===== src/rtl/i2c_mon_pkg.sv =====
package i2c_mon_pkg;

  typedef enum logic [1:0] {
    COND_NONE  = 2'd0,
    COND_START = 2'd1,
    COND_STOP  = 2'd2
  } cond_e;

  typedef struct packed {
    logic idle;
    logic slave;
    logic rx;
    logic ack_ok;
  } eng_flags_t;

endpackage


===== src/rtl/i2c_mon_rstsync.sv =====
module i2c_mon_rstsync #(
  parameter int STAGES = 2
) (
  input  logic clk,
  input  logic rst_n,
  output logic rst_ni
);

  logic [STAGES-1:0] sync_q;
  logic [STAGES-1:0] sync_d;

  always_comb begin
    sync_d = {sync_q[STAGES-2:0], 1'b1};
  end

  always_ff @(posedge clk or negedge rst_n) begin
    if (!rst_n) begin
      sync_q <= '0;
    end else begin
      sync_q <= sync_d;
    end
  end

  assign rst_ni = sync_q[STAGES-1];

endmodule


===== src/rtl/i2c_mon_cond_det.sv =====
module i2c_mon_cond_det
  import i2c_mon_pkg::*;
(
  input  logic  clk,
  input  logic  rst_ni,
  input  logic  sda_i,
  input  logic  scl_i,
  output cond_e cond_o,
  output logic  start_pulse_o,
  output logic  stop_pulse_o
);

  logic sda_q;
  logic scl_q;
  logic scl_held;
  logic start_d;
  logic stop_d;

  // SCL must be high in both the previous and the current sample
  always_comb begin
    scl_held = scl_q & scl_i;
    cond_o   = COND_NONE;
    if (scl_held && sda_q && !sda_i) begin
      cond_o = COND_START;
    end else if (scl_held && !sda_q && sda_i) begin
      cond_o = COND_STOP;
    end
  end

  always_comb begin
    start_d = (cond_o == COND_START);
    stop_d  = (cond_o == COND_STOP);
  end

  // line history resets to the idle-bus level so reset release makes no edge
  always_ff @(posedge clk or negedge rst_ni) begin
    if (!rst_ni) begin
      sda_q         <= 1'b1;
      scl_q         <= 1'b1;
      start_pulse_o <= 1'b0;
      stop_pulse_o  <= 1'b0;
    end else begin
      sda_q         <= sda_i;
      scl_q         <= scl_i;
      start_pulse_o <= start_d;
      stop_pulse_o  <= stop_d;
    end
  end

  AST_PULSE_EXCL: assert property (@(posedge clk) disable iff (!rst_ni)
    !(start_pulse_o && stop_pulse_o));
  AST_START_SINGLE: assert property (@(posedge clk) disable iff (!rst_ni)
    start_pulse_o |=> !start_pulse_o);
  AST_STOP_SINGLE: assert property (@(posedge clk) disable iff (!rst_ni)
    stop_pulse_o |=> !stop_pulse_o);

endmodule


===== src/rtl/i2c_mon_judge.sv =====
module i2c_mon_judge
  import i2c_mon_pkg::*;
#(
  parameter int BIT_W = 4
) (
  input  logic             clk,
  input  logic             rst_ni,
  input  cond_e            cond_i,
  input  eng_flags_t       flags_i,
  input  logic [BIT_W-1:0] bitpos_i,
  input  logic             own_i,
  output logic             misplaced_o,
  output logic             eng_rst_o,
  output logic             eng_to_addr_o
);

  logic legal;
  logic external;
  logic rst_d;
  logic addr_d;

  // permitted windows: idle, or slave receiver at bit zero after an ACK
  always_comb begin
    legal = flags_i.idle |
            (flags_i.slave & flags_i.rx & flags_i.ack_ok & (bitpos_i == '0));
  end

  always_comb begin
    external    = (cond_i != COND_NONE) & ~own_i;
    misplaced_o = external & ~legal;
    rst_d       = external & (flags_i.slave | ~legal);
    addr_d      = rst_d & flags_i.slave & (cond_i == COND_START);
  end

  always_ff @(posedge clk or negedge rst_ni) begin
    if (!rst_ni) begin
      eng_rst_o     <= 1'b0;
      eng_to_addr_o <= 1'b0;
    end else begin
      eng_rst_o     <= rst_d;
      eng_to_addr_o <= addr_d;
    end
  end

  AST_RST_SINGLE: assert property (@(posedge clk) disable iff (!rst_ni)
    (eng_rst_o && !rst_d) |=> !eng_rst_o);

endmodule


===== src/rtl/i2c_mon_err_flag.sv =====
module i2c_mon_err_flag (
  input  logic clk,
  input  logic rst_ni,
  input  logic set_i,
  input  logic clr_i,
  output logic bus_err_o,
  output logic irq_o
);

  logic err_d;
  logic irq_d;

  // a hardware set outranks a host clear sampled on the same edge
  always_comb begin
    err_d = set_i | (bus_err_o & ~clr_i);
    irq_d = set_i;
  end

  always_ff @(posedge clk or negedge rst_ni) begin
    if (!rst_ni) begin
      bus_err_o <= 1'b0;
      irq_o     <= 1'b0;
    end else begin
      bus_err_o <= err_d;
      irq_o     <= irq_d;
    end
  end

  AST_ERR_STICKY: assert property (@(posedge clk) disable iff (!rst_ni)
    (bus_err_o && !clr_i) |=> bus_err_o);
  AST_CLR_WORKS: assert property (@(posedge clk) disable iff (!rst_ni)
    (clr_i && !set_i) |=> !bus_err_o);
  AST_IRQ_WITH_ERR: assert property (@(posedge clk) disable iff (!rst_ni)
    irq_o |-> bus_err_o);

endmodule


===== src/rtl/i2c_cond_watch.sv =====
module i2c_cond_watch
  import i2c_mon_pkg::*;
#(
  parameter int BYTE_BITS   = 8,
  parameter int SYNC_STAGES = 2,
  localparam int BIT_W      = $clog2(BYTE_BITS + 1)
) (
  input  logic             clk,
  input  logic             rst_n,
  input  logic             sda_s,
  input  logic             scl_s,
  input  logic             eng_idle,
  input  logic             eng_slave,
  input  logic             eng_rx,
  input  logic             eng_ack_ok,
  input  logic [BIT_W-1:0] eng_bitpos,
  input  logic             own_cond,
  input  logic             err_clr,
  output logic             start_pulse,
  output logic             stop_pulse,
  output logic             bus_err,
  output logic             err_irq,
  output logic             eng_rst,
  output logic             eng_to_addr
);

  logic       rst_ni;
  cond_e      cond_now;
  eng_flags_t flags;
  logic       misplaced;

  always_comb begin
    flags.idle   = eng_idle;
    flags.slave  = eng_slave;
    flags.rx     = eng_rx;
    flags.ack_ok = eng_ack_ok;
  end

  i2c_mon_rstsync #(.STAGES(SYNC_STAGES)) u_rstsync (
    .clk    (clk),
    .rst_n  (rst_n),
    .rst_ni (rst_ni)
  );

  i2c_mon_cond_det u_det (
    .clk           (clk),
    .rst_ni        (rst_ni),
    .sda_i         (sda_s),
    .scl_i         (scl_s),
    .cond_o        (cond_now),
    .start_pulse_o (start_pulse),
    .stop_pulse_o  (stop_pulse)
  );

  i2c_mon_judge #(.BIT_W(BIT_W)) u_judge (
    .clk           (clk),
    .rst_ni        (rst_ni),
    .cond_i        (cond_now),
    .flags_i       (flags),
    .bitpos_i      (eng_bitpos),
    .own_i         (own_cond),
    .misplaced_o   (misplaced),
    .eng_rst_o     (eng_rst),
    .eng_to_addr_o (eng_to_addr)
  );

  i2c_mon_err_flag u_flag (
    .clk       (clk),
    .rst_ni    (rst_ni),
    .set_i     (misplaced),
    .clr_i     (err_clr),
    .bus_err_o (bus_err),
    .irq_o     (err_irq)
  );

  AST_IRQ_ON_COND: assert property (@(posedge clk) disable iff (!rst_ni)
    err_irq |-> (start_pulse || stop_pulse));
  AST_RST_ON_COND: assert property (@(posedge clk) disable iff (!rst_ni)
    eng_rst |-> (start_pulse || stop_pulse));
  AST_ADDR_ON_START: assert property (@(posedge clk) disable iff (!rst_ni)
    eng_to_addr |-> (start_pulse && eng_rst));
  AST_OWN_QUIET: assert property (@(posedge clk) disable iff (!rst_ni)
    own_cond |=> (!err_irq && !eng_rst));

endmodule


===== config.mk =====
export PLATFORM = sky130hd
export DESIGN_NAME = i2c_cond_watch
export DESIGN_NICKNAME = d
export VERILOG_FILES = /design/src/rtl/i2c_mon_pkg.sv /design/src/rtl/i2c_mon_rstsync.sv /design/src/rtl/i2c_mon_cond_det.sv /design/src/rtl/i2c_mon_judge.sv /design/src/rtl/i2c_mon_err_flag.sv /design/src/rtl/i2c_cond_watch.sv
export SDC_FILE = /design/constraint.sdc
export NUM_CORES = 1
export LEC_CHECK = 0
export ABC_CLOCK_PERIOD_IN_PS = 1000
export BUFFER_PORTS_ARGS = -buffer_cell sky130_fd_sc_hd__buf_2
export CORE_AREA = 2 2 39 41
export CTS_CLUSTER_DIAMETER = 200
export DETAILED_ROUTE_END_ITERATION = 16
export DIE_AREA = 0 0 41 43
export PLACE_DENSITY_LB_ADDON = 0.1
export SYNTH_ARGS = -nofsm -noshare
export SYNTH_HDL_FRONTEND = slang
export SYNTH_SLANG_ARGS = --single-unit

===== constraint.sdc =====
create_clock -name clk -period 1 [get_ports clk]
set_input_delay 0.2 -clock clk [delete_from_list [all_inputs] [get_ports clk]]
set_output_delay 0.2 -clock clk [all_outputs]
set_load 0.005 [all_outputs]

; Word-level counts from Yosys, hierarchy flattened
; Index checks and enable logic that the tools add are counted.
; W data, S select, Z words.
[classes]
eq_ne = 2
mul = 0
n_div = 0
n_addsub = 0
bitwise_logic = 16
n_lt_le_gt_ge = 0
reduce_logical = 8
shifts = 0
muxes = 2
[op_table]
columns = op, count
row1 = $and A1 B1 Y1, 10
row2 = $logic_and A1 B1 Y1, 4
row3 = $logic_not A4 Y1, 1
row4 = $mux W2, 2
row5 = $not A1 Y1, 3
row6 = $or A1 B1 Y1, 3
row7 = $eq A2 B1 Y1 const B, 1
row8 = $eq A2 B2 Y1 const B, 1
row9 = $logic_not A1 Y1, 2
row10 = $reduce_bool A2 Y1, 1
[totals]
mem_bits_ro = 0
latch_bits = 0
out_inout_bits = 6
memories = 0
register_bits = 10
ram_bits = 0

; Logic depth before layout (Yosys ltp)
; Gate-level depths: netlist of run 1.
[logic_depth]
depth_word = 10
ltp_mapped = 3
depth_no_buf = 3

; Hierarchy
; Synthesis of run 1 repeated with hierarchy kept, for this count alone.
[hier_totals]
cells_unflattened = 24
hier_area_um2 = 361.6
[modules_own_cells]
columns = mod, n_inst, area_each_um2, cells_each, seq_area_each_um2
row1 = i2c_mon_cond_det, 1, 140.1, 8, 102.6
row2 = i2c_mon_judge, 1, 106.4, 9, 50.0
row3 = i2c_mon_err_flag, 1, 61.3, 4, 50.0
row4 = i2c_mon_rstsync, 1, 53.8, 3, 50.0

; Worst setup path before layout of run 1
; No wires, ideal clock.
[synth_timing]
path_kind = register -> register
start = register u_det.sda_q
end = register u_flag.bus_err_o
setup_time_ps = 96
setup_slack_ps = -221
stages_incl_launch_ff = 4
required_time_ps = 904
arrival_time_ps = 1126
n_path_buf = 0
path_cell_list = dfstp_2 > xnor2_1 > or3_4 > o32ai_2
[synth_via]
elab_chain_len = 9
word_cells_on_any_way = 11
cone_classes = mux (2) / bitwise (3) / reduce/logical (6)
[synth_rtl]
columns = item, line
row1 = start: declaration, i2c_mon_cond_det.sv:13  ; logic sda_q;
row2 = start signal: assignment, i2c_mon_cond_det.sv:43  ; sda_q <= sda_i;
row3 = $logic_not A1 Y1, i2c_mon_cond_det.sv:25  ; end else if (scl_held && !sda_q && sda_i) begin
row4 = $logic_and A1 B1 Y1 (2 in series), i2c_mon_cond_det.sv:25
row5 = $mux W2, i2c_mon_cond_det.sv:25
row6 = $mux W2 *, i2c_mon_cond_det.sv:23  ; if (scl_held && sda_q && !sda_i) begin
row7 = $reduce_bool A2 Y1 *, i2c_mon_judge.sv:29  ; external = (cond_i != COND_NONE) & ~own_i;
row8 = $and A1 B1 Y1 *, i2c_mon_judge.sv:29
row9 = $and A1 B1 Y1 *, i2c_mon_judge.sv:30  ; misplaced_o = external & ~legal;
row10 = $or A1 B1 Y1 *, i2c_mon_err_flag.sv:15  ; err_d = set_i | (bus_err_o & ~clr_i);
row11 = via u_flag.err_d, i2c_mon_err_flag.sv:10  ; logic err_d;
row12 = end signal: assignment, i2c_mon_err_flag.sv:24  ; bus_err_o <= err_d;
row13 = end: declaration, i2c_mon_err_flag.sv:6  ; output logic bus_err_o,
; Mark *: on every way through the listed nets, which the timed path passes. The rest lies on a longest branch.

; Final worst setup path of run 1
; Same ends and word-level chain as after synthesis.

==> metrics, run 1 <==
Worst setup startpoint u_det.sda_q; Net Sw Power 0.171 mW; routing usage on met2 16.6%; critical-path maximum fanout 3; failing checks setup timing; Reg power frac 50.1%; post-synthesis sequential area ratio 71.9%; number of flops mapped to enable cells by yosys 0; Synth Area per Inst 14.6 um2; Startpoint Class register; crit end category register; Setup Viol. Count Final 6; Synth Net Count 38; Final Instance Area 578 um2; CTS tree yes; GRT overflow 0; leading area contributor after synthesis dfrtp_1; Main synth FF type dfrtp_1; crit path capture u_flag.bus_err_o; Layout area overhead 64.4%; Global Route Usage Sum 9.27%; Mapped Area 352 um2; drt wl/cell 9.72 um; Clk pwr share 40.6%; number of global-route vias before repair 294; YS warnings 0; area of the multi-input gates 115 um2; fmax 799 MHz; global route hottest layer met2; R2R Setup Slk -0.25 ns; number of remaining DRC errors 0; final worst setup slack -0.251 ns; outcome complete, but fails checks; Sequential Area 253 um2; area share of the largest cell type after synthesis 56.9%; die width 41 um; Detail Placement HPWL 563 um; Synth area leaders dfrtp_1 57%, dfstp_2 15%, nor3b_1 6.4%, o32ai_2 4.6%, or3_4 3.2%; Worst EP arrival 1.42 ns; post-route ant nets 0; GR Util met1 6.73%; RR Startpoint u_det.sda_q; Comb power frac 9.3%; post-synthesis async set-or-reset flop share 100%; Die H 43 um; final net count 68; R2R depth 3; CTS HTree Levels 1; I/O pins 20; Initial Util 25.4%; Die ar. 1760 um2; capture point of the worst reg-to-reg path u_flag.bus_err_o; Clock Skew 0.00150 ns; cell with the most instances after synthesis dfrtp_1; minimum clock period 1.25 ns; placed cell area 499 um2; unrepaired setup endpoints after global routing true; Unique masters post-synth 13; Max-cap violations 0; Mapped Cells 24; Hold Crit Class input pin to register; worst skew pair latency 0.26 ns; Via density 4.26; Clock Tree Buf Depth 2; port bufs 19; Routed WL 671 um; met3 Use GR 4.71%; CP Class register to register; violation count after the first detailed-route iteration 0; Reg clk slew, reported paths 0.06 ns; final period utilization 125%; DP Worst Slack -0.239 ns; core footprint 1380 um2; Layout fillers 133; Vias 294; clk root buf clkbuf_4; DRT Pass-1 Iters 1; maximum VDD drop 0.000771 V; Clock Sink Count 10; CTS Buf Count 3; leakage 0.300 nW; fraction of layout cells with a size suffix above 1 67.9%; max-slew violation count 0; global-route wire length before repair 1040 um; power density over cell area 1490 nW/um2; Sw Ratio 19.8%; initial antenna violation count 0; Internal 0.693 mW; GPL Wtd Cong 0.602; final number of hold-violating endpoints 0; Yosys reg bits 10; WP data required 1.17 ns; number of cell rows 14; largest net degree at the start of global routing 9; top cells by count, synth 8 x dfrtp_1, 3 x nor3b_1, 2 x dfstp_2, 2 x inv_1; Ant. Diodes 0
-- final cells by class --
cell class / count / share of cell area (%)
Tap cell: 16 / 3.46
Sequential cell: 10 / 43.7
Inverter: 2 / 1.30
Timing Repair Buffer: 25 / 25.3
Clock buffer: 4 / 6.28
Multi-Input combinational cell: 12 / 19.9
-- state kept, by name, summed over array words and instances (netlist names) --
register,cells
u_det.scl_q,1
u_det.sda_q,1
u_det.start_pulse_o,1
u_det.stop_pulse_o,1
u_flag.bus_err_o,1
u_flag.irq_o,1
u_judge.eng_rst_o,1
u_judge.eng_to_addr_o,1
u_rstsync.sync_q,2
-- power groups by stage --
| stage | clock network (mW) | registers [mW] | logic, mW |
|---|---|---|---|
| 3_3_place_gp | 0 | 0.439 | 0.0667 |
| 2_1_floorplan | 0 | 0.439 | 0.0185 |
| 4_1_cts | 0.367 | 0.433 | 0.0748 |
| 3_5_place_dp | 0 | 0.440 | 0.0679 |
| 5_1_grt | 0.387 | 0.434 | 0.0895 |
| 6_report | 0.350 | 0.432 | 0.0807 |
-- routing by layer --
layer / wire [um] / share of wire, % / vias to the layer above
met4: 7 / 1.0 / 0
met1: 213 / 32 / 145
li1: - / - / 139
met5: 0 / 0 / -
met2: 400 / 60 / 8
met3: 50 / 7.5 / 2
-- layout by cell type (no fill, tap or decap) --
cell type	netlist	layout
a21oi_1	1	1
and4_1	1	1
buf_2	0	19
buf_4	0	4
buf_6	0	1
clkbuf_4	0	3
clkbuf_8	0	1
conb_1	1	1
dfrtp_1	8	8
dfstp_2	2	2
dlygate4sd3_1	0	1
inv_1	2	2
nand2_2	0	1
nor3_1	1	1
nor3b_2	0	2
nor3b_4	0	1
nor4_1	1	1
o32ai_2	1	1
or3_4	1	1
xnor2_1	1	1
-- how the worst min path moves through the flow --
stage | startpoint | end | slack [ns] | cells past startpoint
floorplan | rst_n | u_rstsync.sync_q[0] | -0.1 | 0
global placement | rst_n | u_rstsync.sync_q[0] | -0.02 | 1
detailed placement | rst_n | u_rstsync.sync_q[1] | -0.01 | 1
CTS | scl_s | u_det.scl_q | 0.05 | 1
global route | scl_s | u_det.scl_q | 0.05 | 1
finish | scl_s | u_det.scl_q | 0.06 | 1
-- what timing repair did --
item,CTS,global route
endpoints found under the hold margin,2,0
setup buffers,1,1
endpoints found under the setup margin,4,5
gates resized for setup,2,2
hold buffers,1,0
pin swaps,2,0
-- metrics by stage --
stage,TNS (ns),utilization (%),hold slack [ns],power (mW),instances
after global placement,-0.686,36.1,-0.0168,0.506,62
after global routing,-1.04,41.8,0.0459,0.910,69
final,-0.742,41.8,0.0550,0.864,69
after detailed placement,-0.704,36.1,-0.0138,0.508,62
after CTS,-0.768,40.4,0.0457,0.875,68
after floorplan,-0.491,-,-0.0956,0.457,24
-- critical path, cell delays in order (launching register included) --
cell and delay (ns):
dfstp_2 0.54, xnor2_1 0.06, or3_4 0.37, o32ai_2 0.19
-- kinds of logic after synthesis --
kind of cell    Yosys count  synth area share (%)
compound gates            2                  6.05
xor+xnor                  1                  2.49
buf+inv                   2                  2.14
simple gates              8                  16.4
other cells               1                  1.07
flops                    10                  71.9
No activity file was read; power rests on OpenSTA's default activity.
==> run 2, diff against run 1 <==
Settings changed: SYNTH_HIERARCHICAL set to 1.
==> metrics, run 2 <==
final number of hold-violating endpoints 0; WP data required 1.16 ns; DP Worst Slack -0.215 ns; area share of the largest cell type after synthesis 55.4%; Placed Cells 59; Ant. Diodes 0; Max-cap violations 0; critical-path maximum fanout 3; number of global-route vias before repair 258; Synth Area per Inst 15.1 um2; drt wl/cell 9.52 um; Die ar. 1760 um2; Clock Tree Buf Depth 2; Worst EP arrival 1.38 ns; largest net degree at the start of global routing 9; DRT Pass-1 Iters 3; GRT overflow 0; final period utilization 122%; Yosys reg bits 10; cell with the most instances after synthesis dfrtp_1; max-slew violation count 0; post-synthesis async set-or-reset flop share 100%; Mapped Area 362 um2; Clock Sink Count 10; initial antenna violation count 0; slowest stage delay, CP 0.53 ns; Reg clk slew, reported paths 0.07 ns; CTS Buf Count 3; Biggest register u_rstsync/sync_q; Layout area overhead 49.5%; CTS HTree Levels 1; Synth area leaders dfrtp_1 55%, dfstp_2 15%, and4b_1 8.3%, a211oi_2 3.5%, nor4_2 3.5%; Mapped Cells 24; top cells by count, synth 8 x dfrtp_1, 3 x and4b_1, 2 x dfstp_2, 2 x inv_1; post-route ant nets 0; Hold Crit Class input pin to register; I/O pins 20; port bufs 19; violation count after the first detailed-route iteration 5; Crit path max-delay family flip-flops; fmax 819 MHz; CP Class register to register; Via density 4.18; worst-path cell chain and4b_2, o21bai_4, a211oi_2, a21o_1; Global Route Usage Sum 9.27%; leading area contributor after synthesis dfrtp_1; most frequent cells in the layout 19 x buf_2, 8 x dfrtp_1, 3 x clkbuf_4; power density over cell area 1440 nW/um2; Critical path buffers and inverters 0; Main synth FF type dfrtp_1; Clock Skew 0.00663 ns; die width 41 um; post-synthesis sequential area ratio 69.9%; crit end category register; Routed WL 619 um; fraction of layout cells with a size suffix above 1 65.3%; Setup Viol. Count Final 4; commonest non-fill, non-tap cell in the layout buf_2; number of cell rows 14; CTS tree yes; max reg flops 2; number of remaining DRC errors 0; worst skew pair latency 0.26 ns; fin cells 65; Vias 272; Layout fillers 145; final worst setup slack -0.221 ns; Die H 43 um; outcome complete, but fails checks; Initial Util 26.1%; Startpoint Class register; failing checks setup timing; clk root buf clkbuf_4; core footprint 1380 um2; maximum VDD drop 0.000694 V; global-route wire length before repair 1030 um; minimum clock period 1.22 ns; leakage 0.297 nW; number of flops mapped to enable cells by yosys 0; CP max stage cell dfstp_2; unrepaired setup endpoints after global routing true; GPL Wtd Cong 0.608; Unique masters post-synth 13; Synth Net Count 38; YS warnings 6; final net count 64
[run 2: worst reg2reg max path, cell delays in order (launching register included)]
cell      delay [ns]
dfstp_2         0.53
and4b_2         0.25
o21bai_4        0.13
a211oi_2        0.05
a21o_1          0.16
[run 2: per-stage QoR]
step           cell area [um2]  util (%)  total power, mW  hold WS, ns  setup TNS, ns
2_1_floorplan              377         -            0.458      -0.0956         -0.623
3_3_place_gp               488      35.3            0.497      -0.0170         -0.534
3_5_place_dp               488      35.3            0.499      -0.0138         -0.579
4_1_cts                    526      38.0            0.793       0.0520         -0.601
5_1_grt                    541      39.1            0.835       0.0514         -0.925
6_report                   541      39.1            0.778       0.0630         -0.619
[run 2: layer usage]
metal / GRT usage (%) / share of wire, % / vias to the layer above
met5: 0 / 0 / -
met4: 8.00 / 0 / 0
met3: 3.14 / 14 / 0
met2: 12.8 / 46 / 14
met1: 10.8 / 41 / 124
li1: - / - / 134
[run 2: logic make-up (layout without fill, tap and decap cells)]
group | Yosys count | after routing | synth area share (%)
flops | 10 | 10 | 69.9
other cells | 1 | 1 | 1.04
simple gates | 6 | 6 | 15.9
buf+inv | 3 | 28 | 4.15
compound gates | 4 | 4 | 9.00
[run 2: power by group]
| part | internal (mW) | switching, mW | leakage, nW |
|---|---|---|---|
| sequential | 0.422 | 0.0102 | 0.127 |
| combinational | 0.0392 | 0.0250 | 0.155 |
| clock | 0.154 | 0.128 | 0.0150 |
[run 2: cell type report]
class | count | area (um2) | area share, %
multi-input cells | 11 | 114 | 21.1
clock buffers | 4 | 26.3 | 4.86
flip-flops and latches | 10 | 253 | 46.8
well taps | 16 | 20.0 | 3.70
repair buffers | 22 | 120 | 22.2
inverters | 2 | 7.51 | 1.39
[run 2: path summary, 6_finish.rpt]
kind	from	to	slack, ns	cells past startpoint
min	sda_s	u_det/sda_q	0.06	1
min reg2reg	u_rstsync/sync_q[1]	u_flag/bus_err_o	0.13	0
max reg2reg	u_det/sda_q	u_flag/bus_err_o	-0.22	4
max in group asynchronous	u_rstsync/sync_q[1]	u_det/sda_q	0.57	0
max	u_det/sda_q	u_flag/bus_err_o	-0.22	4
min in group asynchronous	u_rstsync/sync_q[1]	u_flag/bus_err_o	0.13	0
[run 2: repair_timing]
item / in CTS / in global routing
resized for setup: 1 / 2
endpoints found under the hold margin: 2 / 0
setup buffers: 0 / 1
pin swaps: 1 / 1
hold buffers: 1 / 0
gates cloned: 0 / 0
endpoints found under the setup margin: 4 / 5
==> run 3, diff against run 2 <==
Settings changed: ABC_CLOCK_PERIOD_IN_PS 1000 to 1400.
Clock period 1 ns to 1.4 ns, I/O delays scaled along.
==> metrics, run 3 (same netlist as run 2, synthesis figures left out) <==
outcome complete, no violations; Startpoint Class register; core footprint 1380 um2; capture point of the worst reg-to-reg path u_flag/bus_err_o; final period utilization 92.0%; violation count after the first detailed-route iteration 2; CTS Buf Count 3; max-slew violation count 0; crit end category register; Critical path buffers and inverters 0; Die ar. 1760 um2; WP data required 1.56 ns; most frequent cells in the layout 19 x buf_2, 8 x dfrtp_1, 3 x clkbuf_4, 3 x and4b_1; slowest stage delay, CP 0.53 ns; RR Startpoint u_det/sda_q; total power 0.550 mW; initial antenna violation count 0; Initial Util 26.1%; post-cts resize count 0; unrepaired setup endpoints after global routing false; Setup Buffers After CTS 0; final net count 62; CTS HTree Levels 1; port bufs 19; Biggest register u_rstsync/sync_q; Hold Crit Class register to async pin; worst-path cell chain and4b_1, o21bai_1, a211oi_2, a21o_1; final number of hold-violating endpoints 0; leakage 0.289 nW; I/O pins 20; die width 41 um; Clock Sink Count 10; number of global-route vias before repair 244; fmax 777 MHz; Die H 43 um; max reg flops 2; Ant. Diodes 0; number of cell rows 14; Detail Placement HPWL 489 um; Worst EP arrival 1.44 ns; power density over cell area 1090 nW/um2; critical-path maximum fanout 3; Layout fillers 142; Max-cap violations 0; GPL Wtd Cong 0.645; clk root buf clkbuf_4; GRT overflow 0; Setup Viol. Count Final 0; fraction of layout cells with a size suffix above 1 55.3%; number of remaining DRC errors 0; R2R Setup Slk 0.11 ns; worst skew pair latency 0.26 ns; Reg clk slew, reported paths 0.07 ns; Vias 260; R2R depth 4; Via density 4.13; Clock Skew 0.00577 ns; Crit path max-delay family flip-flops; DRT Pass-1 Iters 2; global-route wire length before repair 931 um; CP Class register to register; post-route ant nets 0; minimum clock period 1.29 ns; largest net degree at the start of global routing 9; CTS tree yes; CP max stage cell dfstp_2; Clock Tree Buf Depth 2; Routed WL 633 um; Global Route Usage Sum 8.73%; drt wl/cell 10.0 um; Setup TNS 0 ns; commonest non-fill, non-tap cell in the layout buf_2; Layout area overhead 39.8%; maximum VDD drop 0.000603 V
## run 3: how the worst max path moves through the flow
| stage | start | end | slack (ns) | cells after the start |
|---|---|---|---|---|
| detailed placement | u_det/sda_q | u_flag/bus_err_o | 0.10 | 4 |
| CTS | u_det/sda_q | u_flag/bus_err_o | 0.10 | 4 |
| global route | u_det/sda_q | u_flag/bus_err_o | 0.04 | 4 |
| floorplan | u_det/sda_q | u_flag/bus_err_o | 0.06 | 5 |
| global placement | u_det/sda_q | u_flag/bus_err_o | 0.12 | 4 |
| finish | u_det/sda_q | u_flag/bus_err_o | 0.11 | 4 |
## run 3: routing by layer
metal / vias up / global-route usage (%) / part of all wire [%]
li1: 129 / - / -
met2: 15 / 10.6 / 41
met4: 0 / 8.00 / 0
met3: 0 / 5.24 / 17
met5: - / 0 / 0
met1: 116 / 10.0 / 42
## run 3: stage by stage
stage	hold WS [ns]	std cells	setup slack, ns	instance area (um2)	util (%)
6_report	0.134	63	0.113	505	36.5
5_1_grt	0.124	63	0.0418	505	36.5
4_1_cts	0.130	63	0.104	505	36.5
3_5_place_dp	0.0656	58	0.104	469	33.9
3_3_place_gp	0.0633	58	0.116	469	33.9
2_1_floorplan	-0.0156	24	0.0584	362	-
## run 3: what timing repair did
item / in CTS / in global routing
hold buffers: 1 / 0
setup endpoints to repair: 0 / 0
endpoints found under the hold margin: 2 / 0
## run 3: layout make-up
class,count,area [um2],share of cell area [%]
repair buffers,20,105,20.8
clock buffers,4,26.3,5.20
well taps,16,20.0,3.96
flip-flops and latches,10,253,50.0
inverters,2,7.51,1.49
multi-input cells,11,93.8,18.6
## run 3: report_power, final
part	switching, mW	total, mW	internal, mW	leakage [nW]
clock	0.0921	0.202	0.110	0.0150
combinational	0.0160	0.0394	0.0234	0.147
sequential	0.00754	0.309	0.301	0.127
## run 3: worst reg2reg max path, cell delays in order, from the launching register on
cell	delay, ns
dfstp_2	0.53
and4b_1	0.21
o21bai_1	0.22
a211oi_2	0.08
a21o_1	0.16
